===== src/rtl/leap_pkg.sv =====
package leap_pkg;
    parameter int unsigned LEAP_STATE_W = 31;
    parameter int unsigned LEAP_WORD_W  = 10;
    parameter int unsigned LEAP_TAP_HI  = 31;
    parameter int unsigned LEAP_TAP_LO  = 28;
endpackage


===== src/rtl/leap_step_net.sv =====
module leap_step_net #(
    parameter int unsigned STATE_W = 31,
    parameter int unsigned STEPS   = 10,
    parameter int unsigned TAP_HI  = 31,
    parameter int unsigned TAP_LO  = 28
) (
    input  logic [STATE_W-1:0] cur_state,
    output logic [STATE_W-1:0] nxt_state,
    output logic [STEPS-1:0]   new_bits
);
    localparam int unsigned HI_IDX = TAP_HI - 1;
    localparam int unsigned LO_IDX = TAP_LO - 1;

    logic [STATE_W-1:0] chain [STEPS+1];
    logic [STEPS-1:0]   fb;

    assign chain[0] = cur_state;

    for (genvar i = 0; i < STEPS; i++) begin : g_stage
        assign fb[STEPS-1-i] = chain[i][HI_IDX] ^ chain[i][LO_IDX];
        assign chain[i+1]    = {chain[i][STATE_W-2:0], fb[STEPS-1-i]};
    end

    assign nxt_state = chain[STEPS];
    assign new_bits  = fb;
endmodule


===== src/rtl/leap_seed_fix.sv =====
module leap_seed_fix #(
    parameter int unsigned STATE_W = 31
) (
    input  logic [STATE_W-1:0] raw_seed,
    output logic [STATE_W-1:0] safe_seed
);
    localparam logic [STATE_W-1:0] FILL = '1;

    always_comb begin
        if (raw_seed == '0) safe_seed = FILL;
        else                safe_seed = raw_seed;
    end
endmodule


===== src/rtl/leap_lfsr10.sv =====
module leap_lfsr10 #(
    parameter int unsigned STATE_W = leap_pkg::LEAP_STATE_W,
    parameter int unsigned WORD_W  = leap_pkg::LEAP_WORD_W,
    parameter int unsigned TAP_HI  = leap_pkg::LEAP_TAP_HI,
    parameter int unsigned TAP_LO  = leap_pkg::LEAP_TAP_LO
) (
    input  logic               clk,
    input  logic               rst,
    input  logic               load_i,
    input  logic [STATE_W-1:0] seed_i,
    input  logic               en_i,
    output logic [WORD_W-1:0]  word_o,
    output logic               valid_o
);
    localparam logic [STATE_W-1:0] RST_STATE = '1;

    typedef struct packed {
        logic [STATE_W-1:0] state;
        logic [WORD_W-1:0]  word;
        logic               valid;
    } regs_t;

    regs_t r_d, r_q;

    logic [STATE_W-1:0] state_q;
    logic [STATE_W-1:0] leap_state;
    logic [WORD_W-1:0]  leap_bits;
    logic [STATE_W-1:0] seed_ok;

    assign state_q = r_q.state;

    leap_step_net #(
        .STATE_W(STATE_W),
        .STEPS  (WORD_W),
        .TAP_HI (TAP_HI),
        .TAP_LO (TAP_LO)
    ) u_net (
        .cur_state(r_q.state),
        .nxt_state(leap_state),
        .new_bits (leap_bits)
    );

    leap_seed_fix #(
        .STATE_W(STATE_W)
    ) u_seed (
        .raw_seed (seed_i),
        .safe_seed(seed_ok)
    );

    always_comb begin
        r_d       = r_q;
        r_d.valid = 1'b0;
        if (load_i) begin
            r_d.state = seed_ok;
        end else if (en_i) begin
            r_d.state = leap_state;
            r_d.word  = leap_bits;
            r_d.valid = 1'b1;
        end
    end

    always_ff @(posedge clk) begin
        if (rst) begin
            r_q.state <= RST_STATE;
            r_q.word  <= '0;
            r_q.valid <= 1'b0;
        end else begin
            r_q <= r_d;
        end
    end

    assign word_o  = r_q.word;
    assign valid_o = r_q.valid;
endmodule


===== config.mk =====
export PLATFORM = sky130hd
export DESIGN_NAME = leap_lfsr10
export DESIGN_NICKNAME = d
export VERILOG_FILES = /design/src/rtl/leap_pkg.sv /design/src/rtl/leap_step_net.sv /design/src/rtl/leap_seed_fix.sv /design/src/rtl/leap_lfsr10.sv
export SDC_FILE = /design/constraint.sdc
export NUM_CORES = 1
export LEC_CHECK = 0
export ABC_AREA = 1
export BUFFER_PORTS_ARGS = -buffer_cell sky130_fd_sc_hd__buf_2
export CORE_MARGIN = 2
export CORE_UTILIZATION = 54
export DETAILED_ROUTE_END_ITERATION = 10
export PLACE_DENSITY = 0.89
export SYNTH_ARGS = -nofsm -noshare
export SYNTH_HDL_FRONTEND = slang
export SYNTH_SLANG_ARGS = --single-unit

===== constraint.sdc =====
create_clock -name clk -period 1.2 [get_ports clk]
set_input_delay 0.12 -clock clk [delete_from_list [all_inputs] [get_ports clk]]
set_output_delay 0.12 -clock clk [all_outputs]
set_load 0.01 [all_outputs]

# Word-level counts from Yosys, hierarchy flattened
# Cells that the tools add are included.
[op_classes] bitwise=11 n_reduce_logical=4 mux=3
[ops] operator="$mux W31" count=2
[ops] operator="$mux W42" count=1
[ops] operator="$logic_not A31 Y1" count=1
[ops] operator="$xor A1 B1 Y1" count=10
[ops] operator="$reduce_and A2 Y1" count=1
[ops] operator="$reduce_bool A2 Y1" count=1
[ops] operator="$reduce_or A2 Y1" count=1
[ops] operator="$not A1 Y1" count=1
[word_totals] reg_bits=42

# Depth between registers and ports, before layout
# Gate-level depths: netlist of the first run.
[depth] depth_word=3 mapped_depth=8 mapped_depth_nobuf=7

# By module
# A second synthesis of the first run with hierarchy kept.
[unflattened] hier_cells=413 area_unflattened_um2=2765.2
[modules_own_cells] module="leap_lfsr10" n_inst=1 area_each_um2=1838.0 cells_each=242
[modules_own_cells] module="leap_seed_fix" n_inst=1 area_each_um2=533.0 cells_each=97
[modules_own_cells] module="leap_step_net" n_inst=1 area_each_um2=394.1 cells_each=74

# Least setup slack after synthesis of the first run
# Ideal clock, no wire load.
[synth_timing] path_type="input to register" startpoint="input port load_i" endpoint="register r_q, in the netlist state_q[10]" setup_ns=0.058 arrival_ns=0.852 setup_slack_ns=0.290 path_buffers=2 cell_stages=6 cell_sequence="clkbuf_2 -> or2_4 -> buf_6 -> o22ai_1 -> nor2_1 -> nand2_1"
[synth_between] elab_chain_cells=1
[synth_lines] item="start, declared" line="leap_lfsr10.sv:9" rtl="input logic load_i,"
[synth_lines] item="$mux W31 or $reduce_bool A2 Y1 (tied branches)"
[synth_lines] item="end signal, assigned" line="leap_lfsr10.sv:68" rtl="r_q <= r_d;"
[synth_lines] item="end, declared" line="leap_lfsr10.sv:23" rtl="regs_t r_d, r_q;"
# Parallel ways exist; a longest one is shown, timed or not.
# A chain may end at the register's enable or synchronous reset.

# Worst setup path in the final report of the first run
[layout_timing] startpoint="register r_q, in the netlist state_q[21]" endpoint="register r_q, in the netlist state_q[0]"
[layout_between] elab_chain_cells=3
[layout_lines] item="$xor A1 B1 Y1" line="leap_step_net.sv:20" rtl="assign fb[STEPS-1-i] = chain[i][HI_IDX] ^ chain[i][LO_IDX];"
[layout_lines] item="$mux W42" line="leap_lfsr10.sv:55" rtl="end else if (en_i) begin"
[layout_lines] item="$mux W31" line="leap_lfsr10.sv:53" rtl="if (load_i) begin"
# Every way passes these cells. The select of a mux whose other input is x is not followed.

==> reports/summary.txt, run 1 <==
Area contributors post-synth - dfxtp_1, nand2_1, inv_1, nor2_1, o21ai_1
CTS clk-pin slew, worst paths - 80 ps
initial antenna violation count - 0
Synth top area share - 37.3%
Die Width - 68.6 microns
post-cts repair resize count - 0
Vias - 2355
Critical Path Most Common Cell - nand2_1
Tmin final - 1010 ps
syn nets - 400
area leader, netlist - dfxtp_1
GRT Resource Usage Total - 26.5%
wire per inst - 12.1 microns
Leak Pwr - 1.46 nW
RSZ-0062 raised after global routing - no
Sum Neg Setup Slack - 0 ps
Worst setup SP type - flip-flop
Root Driver - clkbuf_8
Int Pwr - 2.13 mW
Nets - 442
setup bufs post-CTS - 0
die area - 0.00471 sq mm
Sw Ratio - 29.0%
endpoints failing hold - 0
Pre-antenna DRT Iters - 5
post-synthesis register bit count - 42
row count - 23
vias in the first global route - 2074
GP Congestion - 0.871
Initial DRC Count - 226
Sink Count - 42
Slowest-stage cell, CP - dfxtp_1
arrival time at the worst endpoint - 1210 ps
share of layout cells above drive strength 1 - 16.4%
run status - completed
Max Clock Freq - 0.990 GHz
Worst Hold Class - in -> reg
sequential area share after synthesis - 37.3%
DRC - 0
clock power share - 30.0%
WHS - 116 ps
antenna viol nets, final - 0
GRT overflow - 0
combinational share of power - 18.5%
critical-path maximum fanout - 3
filler instances - 361
data required time of the worst path - 1400 ps
Synth cell types - 17
area of the multi-input gates - 0.00103 sq mm
n_diodes - 0
Max-slew headroom - 65.1%
max_cap viols - 0
Yosys warnings - 0
clk buf depth - 2
max-slew violations - 0
hold_buf cts - 0
NetSw - 0.870 mW
Cell Chain, Critical Path - inv_1, nand2_1, nand3_1, o21ai_0, nor2_1, nand2_1
syn_area_per_cell - 6.17 sq um
part of the power in registers - 51.4%
pin count of the biggest net entering global routing - 43
drt total wl - 5.53 mm
Worst VDD drop - 573 uV
PwrDens - 1160 mW/mm^2
Syn Std Cell Area - 0.00225 sq mm
CTS buffer count - 5
CTS tree - built
H-tree Lvls - 2
DPL Wire Length - 4.04 mm
critical path type - reg -> reg
I/O Buffers - 45
Worst path max stage delay - 340 ps
kind of end point of the critical path - flip-flop
DIE HEIGHT - 68.6 microns
vias per cell - 5.14
Clock Skews - 5.25 ps
part of the cycle the worst path needs - 84.2%
register area - 841 sq um
worst slew pin tran - 523 ps
Synth-to-Final Area Change - 15.2%
Cells after Synth - 365
final setup fails - 0
global-route wire length before repair - 9.17 mm
num ports - 46
Worst-Skew Late Latency - 300 ps
core area - 0.00400 sq mm
Initial Util - 56.3%
-- final cells by class --
cell class                      count  share of cell area [%]
Sequential cell                    42                    32.4
Timing Repair Buffer               57                    13.1
Inverter                           64                    9.25
Clock inverter                      2                   0.530
Clock buffer                        6                    2.80
Tap cell                           50                    2.41
Multi-Input combinational cell    237                    39.5
-- worst paths after layout --
kind	startpoint	to	slack (ps)	cells past startpoint
setup / recovery	state_q[21]	state_q[0]	190	6
hold / removal	seed_i[16]	state_q[16]	120	5
setup reg to reg	state_q[21]	state_q[0]	190	6
hold reg to reg	word_o[4]	word_o[4]	460	2
-- metal layers --
layer / global-route usage, % / up-vias / share of wire (%)
met5: 0 / - / 0
li1: - / 1205 / -
met2: 42.8 / 86 / 47
met4: 10.0 / 0 / 2.3
met3: 5.36 / 13 / 7.0
met1: 34.6 / 1051 / 44
-- power groups by stage --
stage / Sequential [mW] / Clock [mW] / Combinational (mW)
floorplan: 1.57 / 0 / 0.370
global placement: 1.57 / 0 / 0.533
detailed placement: 1.57 / 0 / 0.544
CTS: 1.54 / 0.917 / 0.550
global route: 1.55 / 0.963 / 0.638
finish: 1.54 / 0.901 / 0.556
-- through the flow --
stage / area [sq um] / util [%] / instances / total power, mW / setup WS [ps]
finish: 2600 / 64.9 / 458 / 3.00 / 190
global route: 2600 / 64.9 / 458 / 3.15 / 70.1
CTS: 2600 / 64.9 / 458 / 3.01 / 205
detailed placement: 2510 / 62.7 / 450 / 2.12 / -81.9
global placement: 2510 / 62.7 / 450 / 2.10 / -38.7
floorplan: 2250 / - / 365 / 1.94 / 290
-- cell usage in the layout, fill, tap and decap left out --
cell	netlist	routed
buf_4	1	10
a21oi_1	10	10
nand3_1	10	10
inv_1	63	63
clkbuf_8	0	5
clkbuf_1	3	1
o22ai_1	21	21
or2_4	1	1
dfxtp_1	42	42
buf_2	11	45
nand2_2	1	1
nand2_1	101	101
o21ai_0	5	5
o21ai_1	36	36
inv_2	1	1
buf_12	0	2
clkinv_2	0	1
nor2_1	52	52
clkinv_4	0	1
-- critical path, delay by kind of cell, from the launching register on --
kind	cells	cell delay, ps
buffers and inverters	1	100
DFF	1	340
AOI/OAI and AO/OA	1	110
and+or+nand+nor	4	360
-- logic make-up (layout without fill, tap and decap cells) --
logic type             count (synthesis)  count (layout)  synth area share [%]
DFF                                   42              42                  37.3
and+or+nand+nor                      165             165                  28.4
buffers and inverters                 86             129                  17.2
AOI/OAI and AO/OA                     72              72                  17.2
-- flip-flops by register name, indices dropped and copies added (netlist names) --
name     count
valid_o      1
state_q     31
word_o      10
-- cells in the mapped netlist --
cell and count:
buf_2 11, clkbuf_1 3, a21oi_1 10, nand2_2 1, o21ai_0 5, nand2_1 101, inv_2 1, nor2_1 52
buf_6 6, o21ai_1 36, or2_4 1, o22ai_1 21, dfxtp_1 42, buf_4 1, clkbuf_2 1, inv_1 63
nand3_1 10
No activity file was read; power rests on OpenSTA's default activity.
==> inputs of run 2 (changes only) <==
Clock period 1.2 ns to 1 ns, I/O delays scaled along.
==> run 2 against run 1 <==
Maximum frequency grew 7.1%. Die area stayed put. Combinational power grew 41%. Final area increased by 11%.
==> reports/summary.txt, run 2 (synthesized netlist as in run 1, its figures left out) <==
run status - completed
Clock Skews - 6.11 ps (+0.854 ps)
Max-slew headroom - 76.6% (+12 points)
CTS clk-pin slew, worst paths - 80 ps (about the same)
final core occ - 72.2% (+7.3 points)
register area - 846 sq um (+0.60%)
worst slew pin tran - 351 ps (-173 ps)
kind of end point of the critical path - flip-flop
combinational share of power - 19.7% (+1.2 points)
RSZ-0062 raised after global routing - yes
drt total wl - 5.87 mm (+6.1%)
num ports - 46 (unchanged)
arrival time at the worst endpoint - 1150 ps (-60 ps)
Root Driver - clkbuf_8
PwrDens - 1380 mW/mm^2 (+19%)
Int Pwr - 2.89 mW (+36%)
Setup Slack @ Placement - -271 ps (-189 ps)
clock power share - 33.6% (+3.6 points)
total power - 3.98 mW (+33%)
NetSw - 1.09 mW (+26%)
n_diodes - 0 (unchanged)
Worst Setup SP - state_q[21]
GRT Resource Usage Total - 27.6% (+1.1 points)
antenna viol nets, final - 0 (unchanged)
Worst-Skew Late Latency - 300 ps (about the same)
Tmin final - 944 ps (-66.8 ps)
area of the multi-input gates - 0.00108 sq mm (+5.7%)
Worst Hold Depth - 5 (unchanged)
R2R depth - 6 (unchanged)
commonest cells after routing, fill and taps aside - nand2_1, inv_1, nor2_1, buf_2, dfxtp_1
max reg flops - 31 (unchanged)
global-route wire length before repair - 9.61 mm (+4.8%)
max-slew violations - 0 (unchanged)
DIE HEIGHT - 68.6 microns (unchanged)
critical path type - reg -> reg
I/O Buffers - 45 (unchanged)
die area - 0.00471 sq mm (unchanged)
part of the power in registers - 46.7% (-4.7 points)
clk buf depth - 2 (unchanged)
pin count of the biggest net entering global routing - 43 (unchanged)
vias per cell - 5.10 (-0.86%)
Inst Count DP - 471 (+4.7%)
endpoints failing hold - 0 (unchanged)
CP endpoint - state_q[3]
Nets - 464 (+5.0%)
Worst Hold Class - in -> reg
share of layout cells above drive strength 1 - 26.3% (+9.9 points)
hold_buf cts - 0 (unchanged)
wire per inst - 12.2 microns (+1.2%)
vias in the first global route - 2184 (+5.3%)
max_cap viols - 0 (unchanged)
Worst setup SP type - flip-flop
post-placement cell area - 0.00271 sq mm (+7.8%)
most common cell after layout, fill and taps aside - nand2_1
DPL Wire Length - 4.26 mm (+5.4%)
GRT overflow - 0 (unchanged)
Leak Pwr - 1.58 nW (+8.8%)
reg-to-reg endpoint - state_q[3]
filler instances - 318 (-12%)
Final Non-Filler Cells - 480 (+4.8%)
Worst VDD drop - 667 uV (+16%)
Synth-to-Final Area Change - 28.1%
Sink Count - 42 (unchanged)
CTS buffer count - 5 (unchanged)
core area - 0.00400 sq mm (unchanged)
reg2reg setup slack - 60 ps (-130 ps)
H-tree Lvls - 2 (unchanged)
Initial DRC Count - 255 (+13%)
Final Cell Area - 0.00289 sq mm (+11%)
Initial Util - 56.3% (unchanged)
Die Width - 68.6 microns (unchanged)
final setup fails - 0 (unchanged)
part of the cycle the worst path needs - 94.4% (+10 points)
Pre-antenna DRT Iters - 5 (unchanged)
CTS tree - built
Sw Ratio - 27.4% (-1.6 points)
final worst slack - 56.4 ps (-133 ps)
Vias - 2447 (+3.9%)
critical-path maximum fanout - 3 (unchanged)
DRC - 0 (unchanged)
GP Congestion - 0.943 (+8.2%)
data required time of the worst path - 1200 ps (-200 ps)
Max Clock Freq - 1.06 GHz (+7.1%)
row count - 23 (unchanged)
initial antenna violation count - 0 (unchanged)
FF-to-FF Start - state_q[21]
[run 2: cell count changes in the layout (fill, tap and decap cells not counted), sizes merged]
cell,before,now
buf,57,79
bufinv,0,1
clkinvlp,0,1
clkinv,2,0
[run 2: area by class of cell]
| class | count | share of cell area (%) |
|---|---|---|
| multi-input cells | 237 | 37.6 |
| inverters | 64 | 8.32 |
| clock inverters | 2 | 1.30 |
| well taps | 50 | 2.17 |
| clock buffers | 6 | 2.51 |
| repair buffers | 79 | 18.8 |
| flip-flops and latches | 42 | 29.3 |
[run 2: timing repair]
action,4_1_cts,5_1_grt
gates resized for setup,1,24
endpoints found under the setup margin,1,31
buffers inserted,0,1
pin swaps,0,6
[run 2: power by group through the flow]
| stage | Clock (mW) | Sequential (mW) | Combinational [mW] |
|---|---|---|---|
| after floorplan | 0 | 1.89 | 0.444 |
| after global placement | 0 | 1.88 | 0.721 |
| after detailed placement | 0 | 1.89 | 0.740 |
| after CTS | 1.34 | 1.85 | 0.749 |
| after global routing | 1.41 | 1.87 | 0.889 |
| final | 1.34 | 1.86 | 0.784 |
[run 2: worst min path at each step]
stage | end | slack (ps) | start
2_1_floorplan | state_q[12] | 280 | seed_i[12]
3_3_place_gp | state_q[0] | 400 | seed_i[0]
3_5_place_dp | state_q[26] | 400 | seed_i[26]
4_1_cts | state_q[0] | 90 | seed_i[0]
5_1_grt | state_q[1] | 140 | seed_i[1]
6_report | state_q[0] | 90 | seed_i[0]
[run 2: metrics by stage]
| stage | TNS [ps] | hold WS (ps) |
|---|---|---|
| global placement | -6090 | 400 |
| global route | -12.8 | 137 |
| detailed placement | -6860 | 402 |
| finish | 0 | 93.7 |
| CTS | 0 | 94.5 |
| floorplan | 0 | 285 |
[run 2: critical path, cell delays in order (launching register included)]
cell	delay, ps
dfxtp_2	350
inv_2	60
nand2_1	60
nand3_2	90
o21ai_0	80
nor2_1	130
nand2_1	60
[run 2: metal layers]
metal  share of wire [%]  vias to the layer above  wire length, microns  GRT usage, %
met5                   0                        -                     0             0
met3                 5.9                       15                   346          4.87
li1                    -                     1249                     -             -
met4                 2.5                        0                   147          13.3
met2                  49                      101                  2880          44.8
met1                  43                     1082                  2500          35.2
==> inputs of run 3 (changes only) <==
Settings changed: CELL_PAD_IN_SITES_DETAIL_PLACEMENT set to 1, CELL_PAD_IN_SITES_GLOBAL_PLACEMENT set to 1, CORE_UTILIZATION 54 to 37.
==> run 3 against run 2 <==
The run now ends with negative setup slack left. Sequential cell count did not move. Global-route usage fell by 2.0 points. Hold slack improved by 7.9 ps. Maximum frequency fell by 7.5%. First-iteration DRC count fell by 51%. Routed wire length rose by 47%. Die area rose by 43%. Sequential power barely moved. Non-clock buffer count rose by 9. Total power rose by 3.4%. Largest power group unchanged.
==> reports/summary.txt, run 3 (synthesized netlist as in run 1, its figures left out) <==
DRC - 0 (unchanged)
PwrDens - 1370 mW/mm^2 (-0.38%)
Cell Chain, Critical Path - inv_2, nand2_1, nand3_2, o21ai_2, nor2_1, nand2_1
wire per inst - 16.8 microns (+37%)
I/O Buffers - 45 (unchanged)
Critical Path Most Common Cell - nand2_1
RSZ-0062 raised after global routing - yes
global-route wire length before repair - 12.8 mm (+33%)
DPL Wire Length - 5.70 mm (+34%)
CTS clk-pin slew, worst paths - 90 ps (about the same)
max reg flops - 31 (unchanged)
kind of end point of the critical path - flip-flop
GRT overflow - 0 (unchanged)
drt total wl - 8.62 mm (+47%)
Max-slew headroom - 73.6% (-3.0 points)
run status - finished with violations
arrival time at the worst endpoint - 1220 ps (+70 ps)
Sink Count - 42 (unchanged)
Synth-to-Final Area Change - 32.9%
CTS tree - built
num ports - 46 (unchanged)
initial antenna violation count - 0 (unchanged)
Worst-Skew Late Latency - 310 ps (about the same)
critical-path maximum fanout - 3 (unchanged)
Final Cell Area - 0.00300 sq mm (+3.8%)
violations in the final reports - negative setup slack
Die Width - 82.0 microns (+20%)
row count - 28 (+22%)
max_cap viols - 0 (unchanged)
Inst Count DP - 504 (+7.0%)
total power - 4.12 mW (+3.4%)
die area - 0.00673 sq mm (+43%)
part of the power in registers - 45.4% (-1.3 points)
most common cell after layout, fill and taps aside - nand2_1
Nets - 473 (+1.9%)
n_diodes - 0 (unchanged)
Pre-antenna DRT Iters - 4 (-1)
GP Congestion - 0.855 (-9.4%)
H-tree Lvls - 2 (unchanged)
critical path type - reg -> reg
post-placement cell area - 0.00277 sq mm (+2.5%)
Worst path max stage delay - 340 ps (about the same)
worst slew pin tran - 396 ps (+44.9 ps)
antenna viol nets, final - 0 (unchanged)
vias per cell - 5.22 (+2.4%)
Worst Hold Depth - 5 (unchanged)
combinational share of power - 21.7% (+2.0 points)
Leak Pwr - 1.63 nW (+2.8%)
Final Non-Filler Cells - 514 (+7.1%)
data required time of the worst path - 1200 ps (about the same)
final setup fails - 2 (+2)
Vias - 2683 (+9.6%)
vias in the first global route - 2716 (+24%)
R2R depth - 6 (unchanged)
GRT Resource Usage Total - 25.6% (-2.0 points)
endpoints failing hold - 0 (unchanged)
share of layout cells above drive strength 1 - 31.9% (+5.6 points)
Initial DRC Count - 124 (-51%)
Int Pwr - 2.91 mW (+0.64%)
clock power share - 32.9% (-0.7 points)
Initial Util - 38.1% (-18 points)
max-slew violations - 0 (unchanged)
clk buf depth - 2 (unchanged)
Max Clock Freq - 0.980 GHz (-7.5%)
DIE HEIGHT - 82.0 microns (+20%)
core area - 0.00592 sq mm (+48%)
Tmin final - 1020 ps (+76.4 ps)
NetSw - 1.21 mW (+11%)
Worst Hold Class - in -> reg
WHS - 102 ps (+7.91 ps)
CTS buffer count - 5 (unchanged)
final worst slack - -20.1 ps (-76.4 ps)
commonest cells after routing, fill and taps aside - nand2_1, inv_1, nor2_1, buf_2, buf_4
Root Driver - clkbuf_8
pin count of the biggest net entering global routing - 33 (-23%)
part of the cycle the worst path needs - 102% (+7.6 points)
Sw Ratio - 29.4% (+1.9 points)
Slowest-stage cell, CP - dfxtp_2
Worst setup SP type - flip-flop
Clock Skews - 12.9 ps (+6.83 ps)
hold_buf cts - 0 (unchanged)
Worst VDD drop - 760 uV (+14%)
[run 3: cell types whose count changed in the layout (fill, tap and decap cells not counted), moves of 2 or more]
cell      change
buf_12        -2
buf_4        +11
clkinv_2      +2
dfxtp_1       -3
dfxtp_2       +3
inv_1         -4
inv_2         +4
nor2_1        -2
nor2_2        +2
o21ai_0       -2
o21ai_1       -6
o21ai_2       +8
[run 3: per-layer routing]
| layer | GRT usage, % | routed length, microns |
|---|---|---|
| met2 | 47.4 | 4470 |
| met5 | 0 | 0 |
| met1 | 28.7 | 3360 |
| met4 | 11.3 | 337 |
| met3 | 3.74 | 453 |
[run 3: repair_timing]
action | in CTS | in global routing
pin swaps | 0 | 10
buffers inserted | 0 | 2
setup endpoints to repair | 7 | 30
resized for setup | 7 | 37
[run 3: worst max-delay path, delay by kind of cell (launching register included)]
| kind | cells | cell delay (ps) |
|---|---|---|
| simple gates | 4 | 420 |
| flops | 1 | 340 |
| buf+inv | 1 | 80 |
| compound gates | 1 | 70 |
[run 3: path summary, 6_finish.rpt]
| check | startpoint | end | slack (ps) |
|---|---|---|---|
| min | seed_i[3] | state_q[3] | 100 |
| min reg2reg | word_o[1] | word_o[1] | 460 |
| max reg2reg | state_q[21] | state_q[0] | -20 |
| max | state_q[21] | state_q[0] | -20 |
[run 3: area by class of cell]
class	count	area (sq um)
Inverter	64	240
Multi-Input combinational cell	237	1120
Fill cell	808	2930
Clock inverter	3	40.0
Timing Repair Buffer	88	586
Clock buffer	5	68.8
Tap cell	75	93.8
Sequential cell	42	850
[run 3: power by group through the flow]
| stage | clock, mW | sequential (mW) | combinational, mW |
|---|---|---|---|
| after floorplan | 0 | 1.89 | 0.444 |
| after global placement | 0 | 1.88 | 0.754 |
| after detailed placement | 0 | 1.89 | 0.801 |
| after CTS | 1.35 | 1.86 | 0.821 |
| after global routing | 1.42 | 1.88 | 0.987 |
| final | 1.35 | 1.87 | 0.894 |
[run 3: through the flow]
| step | TNS, ps | worst slack (ps) | util [%] |
|---|---|---|---|
| floorplan | 0 | 110 | - |
| global route | -585 | -77.8 | 50.6 |
| finish | -20.7 | -20.1 | 50.6 |
| detailed placement | -7180 | -321 | 46.8 |
| global placement | -5630 | -224 | 46.8 |
| CTS | -30.1 | -30.1 | 49.1 |
